**src/rtl/cond_gate_pkg.sv**
```systemverilog
package cond_gate_pkg;
  localparam int FLAG_W   = 5;
  localparam int STATUS_W = 8;
  localparam int COND_W   = 3;

  localparam int Z_IDX = 0;
  localparam int S_IDX = 1;
  localparam int C_IDX = 2;

  typedef enum logic [COND_W-1:0] {
    CC_ALWAYS = 3'b000,
    CC_ZSET   = 3'b001,
    CC_SSET   = 3'b010,
    CC_CSET   = 3'b011,
    CC_NEVER  = 3'b100,
    CC_ZCLR   = 3'b101,
    CC_CCLR   = 3'b110,
    CC_SCLR   = 3'b111
  } condCode_e;

  typedef struct packed {
    logic destWrite;
    logic flagLoad;
  } gateCtl_t;
endpackage

```
**src/rtl/cond_gate_ctrl.sv**
```systemverilog
module cond_gate_ctrl
  import cond_gate_pkg::*;
(
  input  logic              clk,
  input  logic              rstN,
  input  logic              execStb,
  input  logic [COND_W-1:0] condCode,
  input  logic              setFlags,
  input  logic [FLAG_W-1:0] flagQ,
  output gateCtl_t          ctl
);
  logic condPass;
  logic isNever;

  always_comb begin
    condPass = 1'b0;
    unique case (condCode_e'(condCode))
      CC_ALWAYS: condPass = 1'b1;
      CC_ZSET:   condPass = flagQ[Z_IDX];
      CC_SSET:   condPass = flagQ[S_IDX];
      CC_CSET:   condPass = flagQ[C_IDX];
      CC_NEVER:  condPass = 1'b0;
      CC_ZCLR:   condPass = !flagQ[Z_IDX];
      CC_CCLR:   condPass = !flagQ[C_IDX];
      CC_SCLR:   condPass = !flagQ[S_IDX];
      default:   condPass = 1'b0;
    endcase
  end

  assign isNever       = (condCode == CC_NEVER);
  assign ctl.destWrite = execStb && condPass;
  assign ctl.flagLoad  = execStb && setFlags && (condPass || isNever);


  never_no_write_chk: assert property (@(posedge clk) disable iff (!rstN)
    (condCode == CC_NEVER) |-> !ctl.destWrite);


  write_needs_strobe_chk: assert property (@(posedge clk) disable iff (!rstN)
    ctl.destWrite |-> execStb);


  load_needs_setflags_chk: assert property (@(posedge clk) disable iff (!rstN)
    ctl.flagLoad |-> (setFlags && execStb));
endmodule

```
**src/rtl/cond_gate_flags.sv**
```systemverilog
module cond_gate_flags
  import cond_gate_pkg::*;
(
  input  logic                clk,
  input  logic                rstN,
  input  gateCtl_t            ctl,
  input  logic [FLAG_W-1:0]   aluFlags,
  output logic [FLAG_W-1:0]   flagQ,
  output logic [STATUS_W-1:0] statusByte
);
  localparam int PAD_W = STATUS_W - FLAG_W;

  always_ff @(posedge clk) begin
    if (!rstN)             flagQ <= '0;
    else if (ctl.flagLoad) flagQ <= aluFlags;
  end

  assign statusByte = {{PAD_W{1'b0}}, flagQ};


  flags_hold_chk: assert property (@(posedge clk) disable iff (!rstN)
    !ctl.flagLoad |=> $stable(flagQ));


  flags_load_chk: assert property (@(posedge clk) disable iff (!rstN)
    ctl.flagLoad |=> (flagQ == $past(aluFlags)));
endmodule

```
**src/rtl/cond_commit_gate.sv**
```systemverilog
module cond_commit_gate
  import cond_gate_pkg::*;
(
  input  logic                clk,
  input  logic                rstN,
  input  logic                execStb,
  input  logic [COND_W-1:0]   condCode,
  input  logic                setFlags,
  input  logic [FLAG_W-1:0]   aluFlags,
  output logic                destWe,
  output logic [STATUS_W-1:0] statusFlags
);
  gateCtl_t          ctl;
  logic [FLAG_W-1:0] flagQ;

  cond_gate_ctrl ctrl_i (
    .clk(clk), .rstN(rstN), .execStb(execStb), .condCode(condCode),
    .setFlags(setFlags), .flagQ(flagQ), .ctl(ctl)
  );

  cond_gate_flags flags_i (
    .clk(clk), .rstN(rstN), .ctl(ctl), .aluFlags(aluFlags),
    .flagQ(flagQ), .statusByte(statusFlags)
  );

  assign destWe = ctl.destWrite;
endmodule

```
**config.mk**
```make
export PLATFORM = sky130hd
export DESIGN_NAME = cond_commit_gate
export DESIGN_NICKNAME = d
export VERILOG_FILES = /design/src/rtl/cond_gate_pkg.sv /design/src/rtl/cond_gate_ctrl.sv /design/src/rtl/cond_gate_flags.sv /design/src/rtl/cond_commit_gate.sv
export SDC_FILE = /design/constraint.sdc
export NUM_CORES = 1
export LEC_CHECK = 0
export CAP_MARGIN = 0
export CORE_AREA = 5 5 42 44
export DETAILED_ROUTE_END_ITERATION = 8
export DIE_AREA = 0 0 47 49
export DONT_BUFFER_PORTS = 1
export GPL_ROUTABILITY_DRIVEN = 0
export PLACE_DENSITY = 0.48
export SLEW_MARGIN = 20
export SYNTH_ARGS = -nofsm -noshare
export SYNTH_HDL_FRONTEND = slang
export SYNTH_SLANG_ARGS = --single-unit
```
**constraint.sdc**
```tcl
create_clock -name clk -period 2.04 [get_ports clk]
set_input_delay 0.306 -clock clk [delete_from_list [all_inputs] [get_ports clk]]
set_output_delay 0.306 -clock clk [all_outputs]
set_load 0.05 [all_outputs]
```
==> results.md <==
- Clk Tree Root Cell: clkbuf_4
- Register area: 100.1 um^2
- Setup TNS: 0 ns
- Most frequent cells in the layout: nand2_1 (11), mux2i_1 (5), dfxtp_1 (5), buf_4 (4)
- Area growth syn-to-layout: 18.18%
- Pwr Total: 0.0002896 W
- DRT iter0 DRCs: 3
- Pin slew with the least headroom to its limit: 0.5156 ns
- Max reg flops: 5
- Hold Slack: 0.2036 ns
- Yosys reg bits: 5
- Vias in the first global route: 262
- CTS Sinks: 5
- Largest stage delay, worst path: 0.53 ns
- CTS hold repair buffers: 0
- CTS tree: yes
- Initial antenna violation count: 0
- Vias: 270
- Die Area: 2303 um^2
- Nets: 58
- Clk buf depth: 2
- Critical Path Fanout Max: 2
- Die width: 47 um
- Post-Synthesis Cells: 39
- Final worst path period share: 87.47%
- Routed wire per std cell: 11.97 um
- Max cap viols: 0
- Registers with the most flip-flops: flags_i.flagQ x5
- Via density: 4.426
- Kind of critical path: flip-flop to output pin
- First-pass GRT wire length: 1.117 mm
- Filler instances: 164
- Flop2flop setup slack: 0.58 ns
- Critical-path cell list: or4b_1, o311ai_2, nor2_2, buf_4
- Post-DP HPWL: 604.9 um
- Post-synthesis sequential area ratio: 30.30%
- Worst slew margin: 65.58%
- IO Port Bufs: 0
- VDD IR-drop max: 0.0003347 V
- Post-CTS setup buffer count: 0
- Critical path's top delay family: simple AND/OR/NAND/NOR gates
- Crit path DAT: 1.48 ns
- Biggest register: flags_i.flagQ
- Detail Route Antenna Nets: 0
- Post_cts resized: 0
- Most common cell after layout, fill and taps aside: nand2_1
- Ant. Diodes: 0
- Lkg Pwr: 0.1533 nW
- TritonRoute pass-1 iters: 2
- Initial Utilization: 23.57%
- CTS Buf Count: 3
- # H-tree levels: 1
- Fmax: 560.4 MHz
- Clock Skews: 0.0008439 ns
- Routed WL: 730 um
- Area of the multi-input gates: 214.0 um^2
- Tot GR Track Use: 6.982%
- # DRC: 0
- Avg Cell Area, Syn: 8.470 um^2
- CP max-delay cell: or4b_1
- Gr ovfl total: 0
- Post-synth cell types: 17
- Final-report hold violation count: 0
- Share of layout cells above drive strength 1: 22.22%
- Power per cell area: 741.7 nW/um^2
- Core area: 1401 um^2
- Worst EP required: 1.73 ns
- Number of I/O pins: 21
- Die Y: 49 um
- Worst Path Buf+Inv: 1
- Warnings, synthesis: 0
- Final min period: 1.784 ns
- CTS clk-pin slew, worst paths: 0.04 ns
- Final Max Tran Viols: 0
- RSZ-0062 raised after global routing: false
- # rows: 14
- Post-Syn Area: 330.3 um^2
- CP Capture Type: output pin
- Hold Crit Class: input pin to flip-flop
- Worst-Skew Late Latency: 0.24 ns
- CP startpoint kind: flip-flop
- Status: complete, no violations
- Final setup vio count: 0
- Largest net degree at the start of global routing: 11
## Yosys cell counts
| cell type | number | area share, % |
|---|---|---|
| buf_1 | 1 | 1.1 |
| o311ai_2 | 1 | 4.9 |
| a21oi_1 | 2 | 3.0 |
| nor2b_1 | 1 | 1.9 |
| mux2i_1 | 5 | 15 |
| buf_4 | 3 | 6.8 |
| nand2_1 | 11 | 13 |
| nand2b_1 | 2 | 3.8 |
| o21ai_0 | 1 | 1.5 |
| conb_1 | 1 | 1.1 |
| and2_1 | 1 | 1.9 |
| nor2_1 | 1 | 1.1 |
| or4b_1 | 1 | 3.0 |
| dfxtp_1 | 5 | 30 |
| a311oi_4 | 1 | 8.0 |
| o21ai_1 | 1 | 1.5 |
| a21o_1 | 1 | 2.3 |
## stage by stage
| stage | setup WS, ns | std cells | util [%] | instance area (um^2) |
|---|---|---|---|---|
| final | 0.2557 | 61 | 27.86 | 390.4 |
| after global routing | 0.2005 | 61 | 27.86 | 390.4 |
| after CTS | 0.2469 | 61 | 27.86 | 390.4 |
| after detailed placement | 0.5019 | 57 | 25.98 | 364.1 |
| after global placement | 0.5060 | 57 | 25.98 | 364.1 |
| after floorplan | 0.1841 | 41 | - | 340.3 |
## worst paths after layout
| path | startpoint | endpoint | cells past startpoint |
|---|---|---|---|
| min reg2reg | flags_i.flagQ[0]$_SDFFE_PN0P_ | flags_i.flagQ[0]$_SDFFE_PN0P_ | 3 |
| min | aluFlags[0] | flags_i.flagQ[0]$_SDFFE_PN0P_ | 2 |
| max reg2reg | flags_i.flagQ[1]$_SDFFE_PN0P_ | flags_i.flagQ[1]$_SDFFE_PN0P_ | 4 |
| max | flags_i.flagQ[1]$_SDFFE_PN0P_ | destWe | 4 |
## layout make-up
cell class	instances	share of cell area (%)
sequential	5	25.64
timing repair buffer	4	7.692
clock buffer	4	6.731
multi-input combinational	32	54.81
tap	16	5.128
## cells by family (layout without fill, tap and decap cells)
kind of cell | after synthesis | in the layout | share of synthesized area [%]
and+or+nand+nor | 17 | 17 | 24.24
DFF | 5 | 5 | 30.30
buffers and inverters | 4 | 8 | 7.953
AOI/OAI and AO/OA | 7 | 7 | 21.21
muxes | 5 | 5 | 15.15
other | 1 | 3 | 1.135
## report_power, final
| group | total (W) | internal [W] | switching [W] |
|---|---|---|---|
| clock network | 0.000115 | 0.0000740 | 0.0000410 |
| logic | 0.0000624 | 0.0000193 | 0.0000432 |
| registers | 0.000112 | 0.000103 | 0.00000927 |
## layer usage
metal | global-route usage [%] | vias up | wire [um]
met5 | 0 | - | 0
met4 | 5.530 | 0 | 4
met3 | 4.059 | 2 | 104
met2 | 8.597 | 13 | 338
met1 | 8.389 | 115 | 282
li1 | - | 140 | -
(Power assumes the default switching activity.)
